===== src/rtl/hdlc_ir_tx_pkg.sv =====
`timescale 1ns/1ps
package hdlc_ir_tx_pkg;
    localparam int BYTE_W    = 8;
    localparam int FCS_W     = 16;
    localparam int STUFF_RUN = 5;
    localparam logic [BYTE_W-1:0] FLAG_BYTE  = 8'h7E;
    localparam logic [BYTE_W-1:0] ABORT_BYTE = 8'hFF;
    localparam logic [FCS_W-1:0]  FCS_PRESET = 16'hFFFF;
    localparam logic [FCS_W-1:0]  FCS_POLY_R = 16'h8408;

    typedef enum logic [2:0] {
        ST_IDLE, ST_FLAG, ST_DATA, ST_FCS_LO, ST_FCS_HI, ST_STOP, ST_ABORT
    } seq_state_e;

    typedef struct packed {
        logic [BYTE_W-1:0] value;
        logic              stuffable;
    } tx_byte_t;

    // One serial step of the reflected CRC register
    function automatic logic [FCS_W-1:0] fcs_bit_step(input logic [FCS_W-1:0] crc,
                                                      input logic b);
        fcs_bit_step = {1'b0, crc[FCS_W-1:1]} ^ (((crc[0] ^ b) == 1'b1) ? FCS_POLY_R : '0);
    endfunction
endpackage


===== src/rtl/hdlc_fcs16.sv =====
`timescale 1ns/1ps
module hdlc_fcs16
    import hdlc_ir_tx_pkg::*;
(
    input  logic             clk,
    input  logic             rst,
    input  logic             clear,
    input  logic             adv,
    input  logic             bit_i,
    output logic [FCS_W-1:0] fcs_next_o,
    output logic [FCS_W-1:0] fcs_q_o
);
    logic [FCS_W-1:0] fcs_q;

    always_comb fcs_next_o = adv ? fcs_bit_step(fcs_q, bit_i) : fcs_q;

    always_ff @(posedge clk) begin
        if (rst || clear) fcs_q <= FCS_PRESET;
        else              fcs_q <= fcs_next_o;
    end

    assign fcs_q_o = fcs_q;
endmodule


===== src/rtl/hdlc_bit_shifter.sv =====
`timescale 1ns/1ps
module hdlc_bit_shifter
    import hdlc_ir_tx_pkg::*;
(
    input  logic     clk,
    input  logic     rst,
    input  logic     en,
    input  logic     load,
    input  tx_byte_t load_byte,
    output logic     bit_o,
    output logic     adv_o,
    output logic     done_o
);
    localparam int CNT_W = $clog2(BYTE_W + 1);
    localparam int RUN_W = $clog2(STUFF_RUN + 1);

    logic [BYTE_W-1:0] sh;
    logic [CNT_W-1:0]  sent;
    logic [RUN_W-1:0]  ones, ones_nxt;
    logic              stuffable, stuff_now;

    always_comb begin
        stuff_now = stuffable && (ones == RUN_W'(STUFF_RUN));
        bit_o     = stuff_now ? 1'b0 : sh[0];
        adv_o     = en && !stuff_now;
        if (stuff_now)                  ones_nxt = '0;
        else if (stuffable && sh[0])    ones_nxt = ones + 1'b1;
        else                            ones_nxt = '0;
        if (stuff_now) done_o = en && (sent == CNT_W'(BYTE_W));
        else           done_o = en && (sent == CNT_W'(BYTE_W - 1)) &&
                                (ones_nxt != RUN_W'(STUFF_RUN));
    end

    always_ff @(posedge clk) begin
        if (rst) begin
            sh        <= '0;
            sent      <= CNT_W'(BYTE_W);
            ones      <= '0;
            stuffable <= 1'b0;
        end else if (load) begin
            sh        <= load_byte.value;
            sent      <= '0;
            stuffable <= load_byte.stuffable;
            ones      <= load_byte.stuffable ? ones_nxt : '0;
        end else if (en) begin
            ones <= ones_nxt;
            if (!stuff_now && sent != CNT_W'(BYTE_W)) begin
                sh   <= {1'b0, sh[BYTE_W-1:1]};
                sent <= sent + 1'b1;
            end
        end
    end


    run_limit_chk: assert property (@(posedge clk) disable iff (rst)
        ones <= RUN_W'(STUFF_RUN));

    flag_nostuff_chk: assert property (@(posedge clk) disable iff (rst)
        (en && !stuffable) |-> (ones == '0));

    sent_range_chk: assert property (@(posedge clk) disable iff (rst)
        sent <= CNT_W'(BYTE_W));
endmodule


===== src/rtl/hdlc_ir_tx.sv =====
`timescale 1ns/1ps
module hdlc_ir_tx
    import hdlc_ir_tx_pkg::*;
#(
    parameter int FLAG_CNT_W = 12
) (
    input  logic                  clk,
    input  logic                  rst,
    input  logic                  fifo_empty,
    input  logic [7:0]            fifo_data,
    input  logic                  fifo_last,
    output logic                  fifo_rd,
    input  logic                  crc_sel,
    input  logic [FLAG_CNT_W-1:0] bof_cnt,
    input  logic                  bw_en,
    input  logic [FLAG_CNT_W-1:0] bw_cnt,
    output logic                  ser_out,
    output logic                  active_frame,
    output logic                  eom,
    output logic                  underrun
);
    seq_state_e            state_q, state_d;
    logic [FLAG_CNT_W-1:0] left_q, left_d;
    logic                  last_q, last_d;
    logic                  ld, eom_set, under_set, eom_pend;
    tx_byte_t              ld_byte;
    logic                  sh_bit, sh_adv, sh_done, sh_en;
    logic [FCS_W-1:0]      fcs_next, fcs_q;

    assign sh_en = (state_q != ST_IDLE);

    hdlc_bit_shifter u_shift (
        .clk(clk), .rst(rst), .en(sh_en), .load(ld), .load_byte(ld_byte),
        .bit_o(sh_bit), .adv_o(sh_adv), .done_o(sh_done)
    );

    hdlc_fcs16 u_fcs (
        .clk(clk), .rst(rst), .clear(state_q == ST_FLAG),
        .adv(sh_adv && state_q == ST_DATA), .bit_i(sh_bit),
        .fcs_next_o(fcs_next), .fcs_q_o(fcs_q)
    );

    always_comb begin
        state_d   = state_q;
        left_d    = left_q;
        last_d    = last_q;
        ld        = 1'b0;
        ld_byte   = '{value: FLAG_BYTE, stuffable: 1'b0};
        fifo_rd   = 1'b0;
        eom_set   = 1'b0;
        under_set = 1'b0;
        unique case (state_q)
            ST_IDLE: if (!fifo_empty) begin
                ld      = 1'b1;
                state_d = ST_FLAG;
                left_d  = bw_en ? '0 : bof_cnt;
            end
            ST_FLAG, ST_DATA: if (sh_done) begin
                ld = 1'b1;
                if (state_q == ST_FLAG && left_q != '0) begin
                    left_d = left_q - 1'b1;
                end else if (state_q == ST_DATA && last_q) begin
                    if (crc_sel) begin
                        ld_byte = '{value: ~fcs_next[BYTE_W-1:0], stuffable: 1'b1};
                        state_d = ST_FCS_LO;
                    end else begin
                        state_d = ST_STOP;
                    end
                end else if (fifo_empty) begin
                    ld_byte   = '{value: ABORT_BYTE, stuffable: 1'b0};
                    state_d   = ST_ABORT;
                    under_set = 1'b1;
                end else begin
                    fifo_rd = 1'b1;
                    ld_byte = '{value: fifo_data, stuffable: 1'b1};
                    last_d  = fifo_last;
                    state_d = ST_DATA;
                end
            end
            ST_FCS_LO: if (sh_done) begin
                ld      = 1'b1;
                ld_byte = '{value: ~fcs_q[FCS_W-1:BYTE_W], stuffable: 1'b1};
                state_d = ST_FCS_HI;
            end
            ST_FCS_HI: if (sh_done) begin
                ld      = 1'b1;
                state_d = ST_STOP;
            end
            ST_STOP: if (sh_done) begin
                eom_set = 1'b1;
                if (bw_en && !fifo_empty) begin
                    ld      = 1'b1;
                    state_d = ST_FLAG;
                    left_d  = bw_cnt;
                end else begin
                    state_d = ST_IDLE;
                end
            end
            ST_ABORT: if (sh_done) state_d = ST_IDLE;
            default:  state_d = ST_IDLE;
        endcase
    end

    always_ff @(posedge clk) begin
        if (rst) begin
            state_q      <= ST_IDLE;
            left_q       <= '0;
            last_q       <= 1'b0;
            ser_out      <= 1'b0;
            active_frame <= 1'b0;
            eom_pend     <= 1'b0;
            eom          <= 1'b0;
            underrun     <= 1'b0;
        end else begin
            state_q      <= state_d;
            left_q       <= left_d;
            last_q       <= last_d;
            ser_out      <= sh_en && sh_bit;
            active_frame <= sh_en;
            eom_pend     <= eom_set;
            eom          <= eom_pend;
            underrun     <= under_set;
        end
    end


    rd_nonempty_chk: assert property (@(posedge clk) disable iff (rst)
        fifo_rd |-> !fifo_empty);

    eom_pulse_chk: assert property (@(posedge clk) disable iff (rst)
        eom |=> !eom);

    eom_after_frame_chk: assert property (@(posedge clk) disable iff (rst)
        eom |-> $past(active_frame));

    under_inframe_chk: assert property (@(posedge clk) disable iff (rst)
        underrun |-> (active_frame && !eom));

    idle_quiet_chk: assert property (@(posedge clk) disable iff (rst)
        !active_frame |-> !ser_out);
endmodule


===== config.mk =====
export PLATFORM = sky130hd
export DESIGN_NAME = hdlc_ir_tx
export DESIGN_NICKNAME = d
export VERILOG_FILES = /design/src/rtl/hdlc_ir_tx_pkg.sv /design/src/rtl/hdlc_fcs16.sv /design/src/rtl/hdlc_bit_shifter.sv /design/src/rtl/hdlc_ir_tx.sv
export SDC_FILE = /design/constraint.sdc
export NUM_CORES = 1
export LEC_CHECK = 0
export ABC_AREA = 1
export ABC_CLOCK_PERIOD_IN_PS = 2200
export BUFFER_PORTS_ARGS = -buffer_cell sky130_fd_sc_hd__buf_2
export CORE_UTILIZATION = 50
export DETAILED_ROUTE_END_ITERATION = 8
export GPL_ROUTABILITY_DRIVEN = 1
export GPL_TIMING_DRIVEN = 0
export HOLD_SLACK_MARGIN = 0.03
export PLACE_DENSITY = 0.8
export SLEW_MARGIN = 10
export SYNTH_ARGS = -nofsm -noshare
export SYNTH_HDL_FRONTEND = slang
export SYNTH_SLANG_ARGS = --single-unit

===== constraint.sdc =====
create_clock -name clk -period 2.2 [get_ports clk]
set_input_delay 0.44 -clock clk [delete_from_list [all_inputs] [get_ports clk]]
set_output_delay 0.44 -clock clk [all_outputs]
set_load 0.03 [all_outputs]

==> qor.csv, run 1 <==
stage,metric,value,unit
clocking,Clock Sinks,53,
synthesis,complex-gate fraction of the synthesized area,13.08,%
worst_setup_path,"Cell Chain, Critical Path","inv_4, ha_4, nand2_4, nor2_4, nand3b_1, nand2_4, nand2_4, nor2_4, buf_6",
synthesis,Post-Synth XOR/XNOR Area,1.383,%
detailed_routing,Antenna Nets Post-Route,0,
pwr,static leakage,1.876,nW
clocking,Clock Path Buffers,2,
grt,gr usage total,26.90,%
grt,met1 usage,36.06,%
pwr,Power Dens Cells,1161,mW/mm²
sta,fin. max-slew vios,0,
worst_hold_path,Hold Path Origin,fifo_last,
layout,antenna cells,0,
synthesis,Post-Synth Adder-Cell Area,2.371,%
layout,Final #Nets,604,
sta,fin crit period,2137,ps
run_status,status,completed,
clocking,Clock Latency Late Sink,330,ps
detailed_routing,via count,3487,
synthesis,Synth Flop Type,dfxtp_1,
grt,initial antenna violation count,0,
placed_design,Place WS,-156.8,ps
worst_setup_path,Crit Path Category,reg2out,
worst_setup_path,Crit-path slowest cell,dfxtp_4,
die,DIE AREA,0.006656,mm²
detailed_routing,final wirelength,8515,µm
grt,GRT Residual Overflow,0,
placed_design,Placed Area,0.003471,mm²
worst_setup_path,RR Endpoint,left_q[0]$_SDFFE_PP0P_,
die,core footprint,0.006026,mm²
synthesis,Cells after Synth,501,
clocking,Clock Pin Slew Worst Setup and Hold Paths,100,ps
grt,first-pass GRT wire length,13770,µm
worst_setup_path,R2R depth,14,
synthesis,post-synthesis register bit count,53,
placed_design,GP Congestion,0.9533,
layout,area delta synth->final,21.14,%
die,Initial Utilization,52.55,%
grt,global routing usage on met2,43.00,%
die,number of cell rows,28,
synthesis,"Seq/Total Area, Yosys",33.50,%
synthesis,Async SR Flop Fraction,0,%
sta,final setup violation count,0,
synthesis,Syn Nets,545,
detailed_routing,TritonRoute pass-1 iters,5,
worst_setup_path,CP required,1760,ps
detailed_routing,Vias/cell,5.483,
clocking,CTS Buf Count,5,
placed_design,Port Buf Inserts,42,
worst_setup_path,RR Startpoint,u_shift.ones[1]$_SDFFE_PP0P_,
sta,fmax,468.0,MHz
worst_setup_path,CP most frequent cell,nand2_4,
worst_setup_path,CP max stage delay,380,ps
worst_setup_path,CP arrival,1700,ps
worst_setup_path,Max Fanout on Critical Path,4,
clocking,CTS tree,done,
grt,pin count of the biggest net entering global routing,19,
synthesis,post-synthesis cell area,0.003167,mm²
layout,FILL cells,563,
synthesis,Synth cell types,36,
grt,gr busiest metal,met2,
pwr,peak supply drop,517.9,µV
sta,Final Skew,8.155,ps
detailed_routing,DR DRC count,0,
die,Horiz. Die Dim,81.59,µm
worst_hold_path,class of the worst hold path,in2reg,
worst_hold_path,Hold Path Stages,3,
worst_setup_path,"Buf+Inv Stages, Crit Path",2,
synthesis,Post-synth EDFFs,0,
sta,relative slew slack,66.93,%
layout,fin area,0.003836,mm²
detailed_routing,Initial DRC Count,233,
sta,unrepaired setup endpoints after global routing,yes,
grt,vias in the first global route,3051,
clocking,H-tree depth,2,
layout,post-layout util,63.66,%
layout,layout cells sized above 1,22.28,%
sta,Final Cycle Share,97.13,%
die,IO Pins,43,
die,Die H,81.59,µm
placed_design,Final HPWL DP,6115,µm
detailed_routing,WL per Instance,13.39,µm
sta,Final Hold Fails,0,
job,Max Cap Viol,0,
synthesis,post-synthesis mux area share,0,%
clocking,CTS root buffer,clkbuf_8,
synthesis,Post-Synth Simple-Gate Area,39.79,%
grt,M3 GR Usage,4.667,%
worst_setup_path,Top delay family on crit path,simple AND/OR/NAND/NOR gates,
worst_setup_path,CP Capture Type,output port,
worst_setup_path,startpoint types,flip-flop,
worst_setup_path,"reg-to-reg slack, setup",100,ps
synthesis,Syn. warnings,0,
sta,Worst Slack Setup Final,63.08,ps
synthesis,combinational family with the most area after synthesis,simple AND/OR/NAND/NOR gates,
worst_hold_path,Hold Path Sink,last_q$_SDFFE_PP0P_,
sta,actual slew at the worst max-slew pin,496.0,ps
synthesis,Synth Area per Inst,6.321,µm²
## synth_stat cells (4+ instances only)
library cell | n | area, µm²
nand3_1 | 50 | 250.2
nand4_1 | 12 | 75.07
or2_2 | 7 | 43.79
nand2_2 | 4 | 25.02
dfxtp_1 | 53 | 1061
ha_1 | 6 | 75.07
nor2_1 | 55 | 206.5
a21oi_1 | 31 | 155.2
inv_1 | 59 | 221.5
nand2_1 | 141 | 529.3
inv_2 | 6 | 22.52
clkbuf_1 | 4 | 15.01
o21ai_0 | 27 | 135.1
buf_2 | 7 | 35.03
## cell type report
class / instances / area [µm²] / area share [%]
Sequential cell: 53 / 1077 / 28.08
Timing Repair Buffer: 52 / 295.3 / 7.697
Clock inverter: 3 / 47.55 / 1.239
Tap cell: 75 / 93.84 / 2.446
Buffer: 12 / 70.07 / 1.826
Clock buffer: 5 / 68.82 / 1.794
Multi-Input combinational cell: 369 / 1927 / 50.23
Inverter: 67 / 256.5 / 6.686
## repair_timing
item	in CTS	in global routing
resized for setup	20	34
endpoints found under the setup margin	1	17
hold buffers	0	0
pin swaps	7	9
setup buffers	5	5
## through the flow
step	TNS, ps	instances	power (mW)	hold WS, ps
floorplan	0	501	2.978	388.3
global placement	-118.5	618	3.420	397.3
detailed placement	-156.8	618	3.483	399.0
CTS	0	631	4.242	330.0
global route	-19.97	636	4.829	353.9
finish	0	636	4.455	332.7
## registers in the layout, summed over array words and instances, names as in the netlist, 3 cells and up
register and flops:
u_shift.ones 3, u_shift.sent 4, u_fcs.fcs_q_o 16, state_q 3, u_shift.sh 8, left_q 12
## per-layer routing
| metal | vias up | routed length (µm) |
|---|---|---|
| met4 | 0 | 212 |
| li1 | 1734 | - |
| met5 | - | 0 |
| met2 | 136 | 3965 |
| met1 | 1597 | 3721 |
| met3 | 20 | 615 |
## tightest hold or removal path, cell delays in order
cell and delay, ps:
buf_2 100, inv_1 40, a21oi_1 50
## cells in the final DEF, fill, tap and decap left out, types with 4 or more instances in the layout
cell type / Yosys / routed
buf_4: 0 / 9
nor2_1: 55 / 47
nand4_1: 12 / 12
nor2_2: 2 / 6
dfxtp_2: 0 / 4
a21oi_1: 31 / 30
nand2_1: 141 / 137
inv_2: 6 / 9
buf_2: 7 / 46
buf_6: 1 / 4
nand2_4: 1 / 6
or2_2: 7 / 7
nand3_1: 50 / 48
clkbuf_1: 4 / 4
inv_1: 59 / 54
clkbuf_8: 0 / 5
o21ai_0: 27 / 27
dfxtp_1: 53 / 46
nor2_4: 2 / 6
## how the worst max path moves through the flow
stage / from / endpoint / cells after the start / slack [ps]
floorplan: u_shift.ones[0]$_SDFFE_PP0P_ / fifo_rd / 6 / 210
global placement: u_shift.ones[0]$_SDFFE_PP0P_ / fifo_rd / 7 / -120
detailed placement: u_shift.ones[0]$_SDFFE_PP0P_ / fifo_rd / 7 / -160
CTS: left_q[0]$_SDFFE_PP0P_ / fifo_rd / 9 / 4
global route: u_shift.sent[0]$_SDFFE_PP0P_ / fifo_rd / 9 / -20
finish: u_shift.sent[0]$_SDFFE_PP0P_ / fifo_rd / 9 / 60
## cell families after synthesis
kind of cell	after synthesis
AO/OA/AOI/OAI	73
XOR/XNOR	5
adder cells (fa/ha/maj)	6
buffers and inverters	79
flip-flops	53
AND/OR/NAND/NOR	285
## where the power goes
group / switching [mW] / leakage [nW] / internal, mW
clock: 0.358 / 0.0591 / 0.348
sequential: 0.189 / 0.438 / 1.19
combinational: 1.54 / 1.38 / 0.834
total: 2.08 / 1.88 / 2.37
No activity file was read; power rests on OpenSTA's default activity.
==> run 2: changes to the inputs <==
--- a/config.mk
+++ b/config.mk
@@ -6,7 +6,7 @@
 export NUM_CORES = 1
 export LEC_CHECK = 0
 export ABC_AREA = 1
-export ABC_CLOCK_PERIOD_IN_PS = 2200
+export ABC_CLOCK_PERIOD_IN_PS = 2620
 export BUFFER_PORTS_ARGS = -buffer_cell sky130_fd_sc_hd__buf_2
 export CORE_UTILIZATION = 50
 export DETAILED_ROUTE_END_ITERATION = 8
==> constraint.sdc (replaced) <==
create_clock -name clk -period 2.62 [get_ports clk]
set_input_delay 0.524 -clock clk [delete_from_list [all_inputs] [get_ports clk]]
set_output_delay 0.524 -clock clk [all_outputs]
set_load 0.005 [all_outputs]
==> run 2 against run 1 <==
Effect of this change:
- critical path type unchanged
- final cell count decreased by 1.6%
- first-iteration DRC count grew 10%
- clock-buffer cell count is the same
- clock skew is 3.6 ps higher
- highest routed layer unchanged
==> qor.csv, run 2 (synthesized netlist as in run 1, its figures left out) <==
stage,metric,value,unit,change
layout,number of flip-flops under the largest register name,16,,unchanged
grt,gr usage total,26.31,%,was 26.90%
pwr,Power Dens Cells,977.2,mW/mm²,was 1161 mW/mm²
pwr,Clock power frac,16.8,%,was 15.8%
clocking,Clock Latency Late Sink,330,ps,about the same
clocking,Hold Buf Count CTS,0,,unchanged
layout,area delta synth->final,13.79,%,was 21.14%
worst_setup_path,Crit-path slowest cell,dfxtp_1,,was dfxtp_4
sta,hold slack final,410.1,ps,was 332.7 ps
detailed_routing,DR DRC count,0,,unchanged
sta,actual slew at the worst max-slew pin,504.4,ps,was 496.0 ps
detailed_routing,TritonRoute pass-1 iters,6,,was 5
worst_setup_path,CP Capture Type,output port,,unchanged
worst_setup_path,CP arrival,1960,ps,was 1700 ps
worst_setup_path,Crit Path Category,reg2out,,unchanged
detailed_routing,Antenna Nets Post-Route,0,,unchanged
pwr,peak supply drop,432.2,µV,was 517.9 µV
detailed_routing,Vias/cell,5.343,,was 5.483
die,Die H,81.59,µm,unchanged
die,number of cell rows,28,,unchanged
worst_setup_path,CP most frequent cell,nor2_1,,was nand2_4
die,core footprint,0.006026,mm²,unchanged
clocking,Clock Sinks,53,,unchanged
die,Initial Utilization,52.55,%,unchanged
placed_design,Placed Area,0.003471,mm²,unchanged
job,Max Cap Viol,0,,unchanged
sta,Final Skew,11.72,ps,was 8.155 ps
layout,Final #Nets,594,,was 604
layout,FILL cells,608,,was 563
sta,relative slew slack,66.30,%,was 66.93%
grt,first-pass GRT wire length,13480,µm,"was 13,770 µm"
sta,Final Cycle Share,94.73,%,
placed_design,Final HPWL DP,6115,µm,unchanged
pwr,cell-internal power,1.892,mW,was 2.370 mW
worst_setup_path,RR Startpoint,state_q[0]$_SDFFE_PP0P_,,was u_shift.ones[1]$_SDFFE_PP0P_
worst_setup_path,startpoint types,flip-flop,,unchanged
sta,fin crit period,2482,ps,
worst_hold_path,Hold Path Origin,eom_pend$_SDFF_PP0_,,was fifo_last
layout,most frequent cells in the layout,"nand2_1 (140), inv_1 (59), nor2_1 (54)",,"was nand2_1 (137), inv_1 (54), nand3_1 (48)"
layout,antenna cells,0,,unchanged
placed_design,GP Congestion,0.9533,,unchanged
worst_setup_path,Max Fanout on Critical Path,6,,was 4
worst_setup_path,R2R depth,11,,was 14
clocking,CTS tree,done,,unchanged
detailed_routing,Initial DRC Count,257,,was 233
grt,initial antenna violation count,0,,unchanged
clocking,H-tree depth,2,,unchanged
worst_setup_path,Top delay family on crit path,simple AND/OR/NAND/NOR gates,,unchanged
pwr,switching power total,1.630,mW,was 2.085 mW
clocking,CTS root buffer,clkbuf_8,,unchanged
detailed_routing,via count,3345,,"was 3,487"
worst_setup_path,"Buf+Inv Stages, Crit Path",2,,unchanged
sta,Setup TNS,0,ps,unchanged
detailed_routing,WL per Instance,12.76,µm,was 13.39 µm
pwr,Logic pwr share,51.0,%,was 53.2%
layout,fin area,0.003603,mm²,was 0.003836 mm²
die,IO Pins,43,,unchanged
sta,fin. max-slew vios,0,,unchanged
die,DIE AREA,0.006656,mm²,unchanged
sta,Final Hold Fails,0,,unchanged
worst_setup_path,CP required,2100,ps,was 1760 ps
sta,final setup violation count,0,,unchanged
pwr,Switching Share,46.28,%,was 46.80%
pwr,Sequential Power Share,32.2,%,was 30.9%
layout,"commonest non-fill, non-tap cell in the layout",nand2_1,,unchanged
worst_setup_path,"reg-to-reg slack, setup",500,ps,was 100 ps
sta,unrepaired setup endpoints after global routing,no,,was yes
clocking,Clock Path Buffers,2,,unchanged
clocking,CTS Buf Count,5,,unchanged
detailed_routing,final wirelength,7986,µm,was 8515 µm
worst_setup_path,CP max stage delay,360,ps,was 380 ps
run_status,status,completed,,unchanged
clocking,Clock Pin Slew Worst Setup and Hold Paths,110,ps,was 100 ps
grt,GRT Residual Overflow,0,,unchanged
die,Horiz. Die Dim,81.59,µm,unchanged
clocking,setup bufs post-CTS,0,,was 5
sta,fmax,402.9,MHz,
layout,layout cells sized above 1,16.15,%,was 22.28%
placed_design,Port Buf Inserts,42,,unchanged
worst_hold_path,Hold Path Stages,2,,was 3
worst_setup_path,"Cell Chain, Critical Path","inv_1, ha_1, nand2_1, nor2_1, a21oi_1, nor2_1, nand2_2, nor2_4, buf_2",,"was inv_4, ha_4, nand2_4, nor2_4, nand3b_1, nand2_4, nand2_4, nor2_4, buf_6"
grt,pin count of the biggest net entering global routing,19,,unchanged
worst_hold_path,class of the worst hold path,reg2reg,,was in2reg
worst_setup_path,RR Endpoint,u_shift.sh[3]$_SDFFE_PP0P_,,was left_q[0]$_SDFFE_PP0P_
worst_hold_path,Hold Path Sink,eom$_SDFF_PP0_,,was last_q$_SDFFE_PP0P_
grt,vias in the first global route,3037,,"was 3,051"
pwr,static leakage,1.793,nW,was 1.876 nW
run 2: cell types whose count changed in the layout (fill, tap and decap cells not counted), sizes merged:
cell    change
clkbuf      -1
buf         -9
run 2: metal layers:
layer	up-vias	share of wire [%]	wire length, µm	GRT usage [%]
met5	-	0	0	0
li1	1713	-	-	-
met1	1509	46	3659	35.12
met4	0	1.7	136	10.35
met2	110	46	3674	41.42
met3	13	6.5	516	5.333
run 2: final cells by class:
type / count / area [µm²] / area share (%)
Sequential cell: 53 / 1062 / 29.48
Clock inverter: 3 / 47.55 / 1.319
Inverter: 67 / 251.5 / 6.979
Buffer: 12 / 61.31 / 1.701
Tap cell: 75 / 93.84 / 2.604
Multi-Input combinational cell: 369 / 1808 / 50.17
Clock buffer: 5 / 68.82 / 1.910
Timing Repair Buffer: 42 / 210.2 / 5.833
run 2: what timing repair did:
item,4_1_cts,5_1_grt
endpoints found under the hold margin,0,0
setup endpoints to repair,1,1
resized for setup,2,3
run 2: tightest hold or removal path: stages (launching register included):
cell     delay (ps)
dfxtp_1         310
inv_1            40
nor2_1           30
run 2: worst max path at each step:
stage                                  from       to  slack [ps]  cells after the start
2_1_floorplan  u_shift.ones[0]$_SDFFE_PP0P_  fifo_rd         740                      6
3_3_place_gp   u_shift.ones[0]$_SDFFE_PP0P_  fifo_rd         300                      7
3_5_place_dp   u_shift.ones[0]$_SDFFE_PP0P_  fifo_rd         260                      7
4_1_cts        u_shift.ones[0]$_SDFFE_PP0P_  fifo_rd          30                      7
5_1_grt        u_shift.ones[1]$_SDFFE_PP0P_  fifo_rd           3                      8
6_report             left_q[0]$_SDFFE_PP0P_  fifo_rd         140                      9
run 2: power groups by stage:
stage          Clock [mW]  Combinational (mW)  Sequential (mW)
6_report            0.591                1.79             1.14
3_5_place_dp            0                1.76             1.15
4_1_cts             0.598                1.77             1.13
5_1_grt             0.634                2.06             1.16
2_1_floorplan           0                1.37             1.11
3_3_place_gp            0                1.72             1.14
run 2: stage by stage:
step	std cells	power, mW	setup slack [ps]	utilization [%]
after global placement	618	2.857	302.4	57.60
after global routing	626	3.848	2.815	59.80
after CTS	626	3.496	33.17	59.70
after detailed placement	618	2.910	264.2	57.60
final	626	3.521	138.0	59.80
after floorplan	501	2.486	735.6	-
==> run 3: changes to the inputs <==
--- a/config.mk
+++ b/config.mk
@@ -6,14 +6,14 @@
 export NUM_CORES = 1
 export LEC_CHECK = 0
 export ABC_AREA = 1
-export ABC_CLOCK_PERIOD_IN_PS = 2620
-export BUFFER_PORTS_ARGS = -buffer_cell sky130_fd_sc_hd__buf_2
+export ABC_CLOCK_PERIOD_IN_PS = 2700
 export CORE_UTILIZATION = 50
 export DETAILED_ROUTE_END_ITERATION = 8
+export DONT_BUFFER_PORTS = 1
 export GPL_ROUTABILITY_DRIVEN = 1
 export GPL_TIMING_DRIVEN = 0
 export HOLD_SLACK_MARGIN = 0.03
-export PLACE_DENSITY = 0.8
+export PLACE_DENSITY = 0.74
 export SLEW_MARGIN = 10
 export SYNTH_ARGS = -nofsm -noshare
 export SYNTH_HDL_FRONTEND = slang
==> constraint.sdc (replaced) <==
create_clock -name clk -period 2.7 [get_ports clk]
set_input_delay 0.135 -clock clk [delete_from_list [all_inputs] [get_ports clk]]
set_output_delay 0.135 -clock clk [all_outputs]
set_load 0.005 [all_outputs]
==> run 3 against run 2 <==
Effect of this change:
- flip-flop and latch count unchanged
- power decreased by 6.7%
- critical path depth unchanged
- global-route usage decreased by 1.6 points
- final cell count decreased by 6.4%
- sequential share of layout area increased by 1.9 points
- critical path type is now reg2reg
- critical endpoint is now u_shift.sh[3]$_SDFFE_PP0P_
- largest power group unchanged
==> qor.csv, run 3 (synthesized netlist as in run 1, its figures left out) <==
stage,metric,value,unit,change
sta,final setup violation count,0,,unchanged
layout,antenna cells,0,,unchanged
placed_design,GP Congestion,0.9038,,was 0.9533
die,Initial Utilization,52.55,%,unchanged
sta,actual slew at the worst max-slew pin,605.5,ps,was 504.4 ps
die,IO Pins,43,,unchanged
worst_hold_path,class of the worst hold path,in2reg,,was reg2reg
layout,most frequent cells in the layout,"nand2_1 (141), inv_1 (59), nor2_1 (55)",,"was nand2_1 (140), inv_1 (59), nor2_1 (54)"
worst_setup_path,CP Capture Type,flip-flop,,was output port
die,Die H,81.59,µm,unchanged
sta,Setup TNS,0,ps,unchanged
die,number of cell rows,28,,unchanged
grt,GRT Residual Overflow,0,,unchanged
clocking,CTS tree,done,,unchanged
worst_setup_path,Max Fanout on Critical Path,10,,was 6
sta,Final Cycle Share,82.23,%,
worst_setup_path,CP required,2910,ps,was 2100 ps
layout,number of flip-flops under the largest register name,16,,unchanged
job,Max Cap Viol,0,,unchanged
placed_design,Place WS,540.5,ps,was 264.2 ps
worst_setup_path,"Cell Chain, Critical Path","ha_1, nand3_1, nand2_1, inv_1, buf_2, o21ai_0, nand3b_1, nand3_1, nand2_1",,"was inv_1, ha_1, nand2_1, nor2_1, a21oi_1, nor2_1, nand2_2, nor2_4, buf_2"
sta,Final Skew,10.64,ps,was 11.72 ps
detailed_routing,DR DRC count,0,,unchanged
grt,initial antenna violation count,0,,unchanged
detailed_routing,final wirelength,7593,µm,was 7986 µm
grt,first-pass GRT wire length,12600,µm,"was 13,480 µm"
clocking,CTS root buffer,clkbuf_8,,unchanged
sta,relative slew slack,59.54,%,was 66.30%
sta,Final Hold Fails,0,,unchanged
worst_setup_path,RR Startpoint,u_shift.ones[0]$_SDFFE_PP0P_,,was state_q[0]$_SDFFE_PP0P_
clocking,Hold Buf Count CTS,2,,was 0
sta,Worst Slack Setup Final,479.8,ps,was 138.0 ps
worst_setup_path,Critical path origin,u_shift.ones[0]$_SDFFE_PP0P_,,was left_q[0]$_SDFFE_PP0P_
die,core footprint,0.006026,mm²,unchanged
die,Horiz. Die Dim,81.59,µm,unchanged
clocking,setup bufs post-CTS,0,,unchanged
grt,vias in the first global route,2709,,"was 3,037"
sta,fin. max-slew vios,0,,unchanged
grt,gr usage total,24.75,%,was 26.31%
worst_setup_path,R2R depth,9,,was 11
detailed_routing,TritonRoute pass-1 iters,5,,was 6
layout,Final #Nets,554,,was 594
layout,area delta synth->final,6.914,%,was 13.79%
worst_setup_path,Top delay family on crit path,simple AND/OR/NAND/NOR gates,,unchanged
layout,FILL cells,625,,was 608
clocking,CTS Buf Count,5,,unchanged
clocking,H-tree depth,2,,unchanged
worst_setup_path,startpoint types,flip-flop,,unchanged
pwr,total chip power,3.285,mW,was 3.521 mW
clocking,Clock Path Buffers,2,,unchanged
worst_setup_path,"Buf+Inv Stages, Crit Path",2,,unchanged
sta,fmax,450.4,MHz,
worst_setup_path,CP arrival,2430,ps,was 1960 ps
placed_design,Port Buf Inserts,0,,was 42
pwr,static leakage,1.623,nW,was 1.793 nW
sta,fin crit period,2220,ps,
sta,unrepaired setup endpoints after global routing,no,,unchanged
detailed_routing,Vias/cell,5.398,,was 5.343
clocking,Clock Pin Slew Worst Setup and Hold Paths,90,ps,was 110 ps
run_status,status,completed,,unchanged
die,DIE AREA,0.006656,mm²,unchanged
layout,layout cells sized above 1,8.415,%,was 16.15%
grt,pin count of the biggest net entering global routing,17,,was 19
worst_hold_path,Hold Path Origin,fifo_empty,,was eom_pend$_SDFF_PP0_
worst_setup_path,RR Endpoint,u_shift.sh[3]$_SDFFE_PP0P_,,unchanged
worst_setup_path,Crit-path slowest cell,dfxtp_1,,unchanged
detailed_routing,Antenna Nets Post-Route,0,,unchanged
layout,"commonest non-fill, non-tap cell in the layout",nand2_1,,unchanged
pwr,peak supply drop,509.6,µV,was 432.2 µV
worst_setup_path,Crit Path Category,reg2reg,,was reg2out
worst_hold_path,Hold Path Sink,underrun$_SDFF_PP0_,,was eom$_SDFF_PP0_
worst_setup_path,"reg-to-reg slack, setup",480,ps,was 500 ps
detailed_routing,Initial DRC Count,194,,was 257
detailed_routing,WL per Instance,12.96,µm,was 12.76 µm
placed_design,Final HPWL DP,5807,µm,was 6115 µm
clocking,Clock Latency Late Sink,310,ps,was 330 ps
detailed_routing,via count,3163,,"was 3,345"
worst_hold_path,Hold Path Stages,2,,unchanged
clocking,post-CTS sizing,0,,was 2
worst_setup_path,CP max stage delay,400,ps,was 360 ps
pwr,Power Dens Cells,970.3,mW/mm²,was 977.2 mW/mm²
layout,post-layout util,56.19,%,was 59.80%
clocking,Clock Sinks,53,,unchanged
run 3: cell types whose count changed in the layout (fill, tap and decap cells not counted), sizes merged:
cell,delta
buf,-42
dlygate4sd3,+2
clkbuf,+2
bufinv,-1
inv,-1
run 3: through the flow:
step                      cell area (µm²)  hold slack (ps)  std cells
after floorplan                      3167            263.2        501
after global placement               3261            280.8        576
after detailed placement             3261            269.9        576
after CTS                            3386            76.22        586
after global routing                 3386            96.62        586
final                                3386            84.34        586
run 3: worst max-delay path by stage:
stage	endpoint	slack [ps]	depth (start not counted)
2_1_floorplan	left_q[0]$_SDFFE_PP0P_	970	9
3_3_place_gp	u_shift.sh[3]$_SDFFE_PP0P_	550	9
3_5_place_dp	u_shift.sh[3]$_SDFFE_PP0P_	540	9
4_1_cts	u_shift.sh[3]$_SDFFE_PP0P_	500	9
5_1_grt	u_shift.sh[3]$_SDFFE_PP0P_	300	9
6_report	u_shift.sh[3]$_SDFFE_PP0P_	480	9
run 3: layer usage:
metal | vias to the layer above | part of all wire [%] | track usage (%)
met5 | - | 0 | 0
met4 | 0 | 1.4 | 7.719
met3 | 11 | 7.9 | 4.778
met2 | 115 | 43 | 37.83
met1 | 1411 | 47 | 34.87
li1 | 1626 | - | -
run 3: worst register-to-register path: stages (launching register included):
cell and delay (ps):
dfxtp_1 400, ha_1 200, nand3_1 220, nand2_1 300, inv_1 140, buf_2 200, o21ai_0 340, nand3b_1 130
nand3_1 140, nand2_1 60
run 3: report_power, final:
part / switching (mW) / leakage, nW / total, mW / internal (mW)
registers: 0.137 / 0.434 / 1.10 / 0.965
logic: 1.12 / 1.13 / 1.68 / 0.564
clock network: 0.267 / 0.0549 / 0.504 / 0.237
total: 1.52 / 1.62 / 3.29 / 1.77
run 3: layout make-up:
| type | count | area [µm²] | area share [%] |
|---|---|---|---|
| Clock buffer | 7 | 96.34 | 2.846 |
| Clock inverter | 1 | 8.758 | 0.2587 |
| Inverter | 67 | 251.5 | 7.428 |
| Sequential cell | 53 | 1061 | 31.34 |
| Multi-Input combinational cell | 369 | 1793 | 52.96 |
| Tap cell | 75 | 93.84 | 2.772 |
| Timing Repair Buffer | 2 | 20.02 | 0.5913 |
| Buffer | 12 | 61.31 | 1.811 |
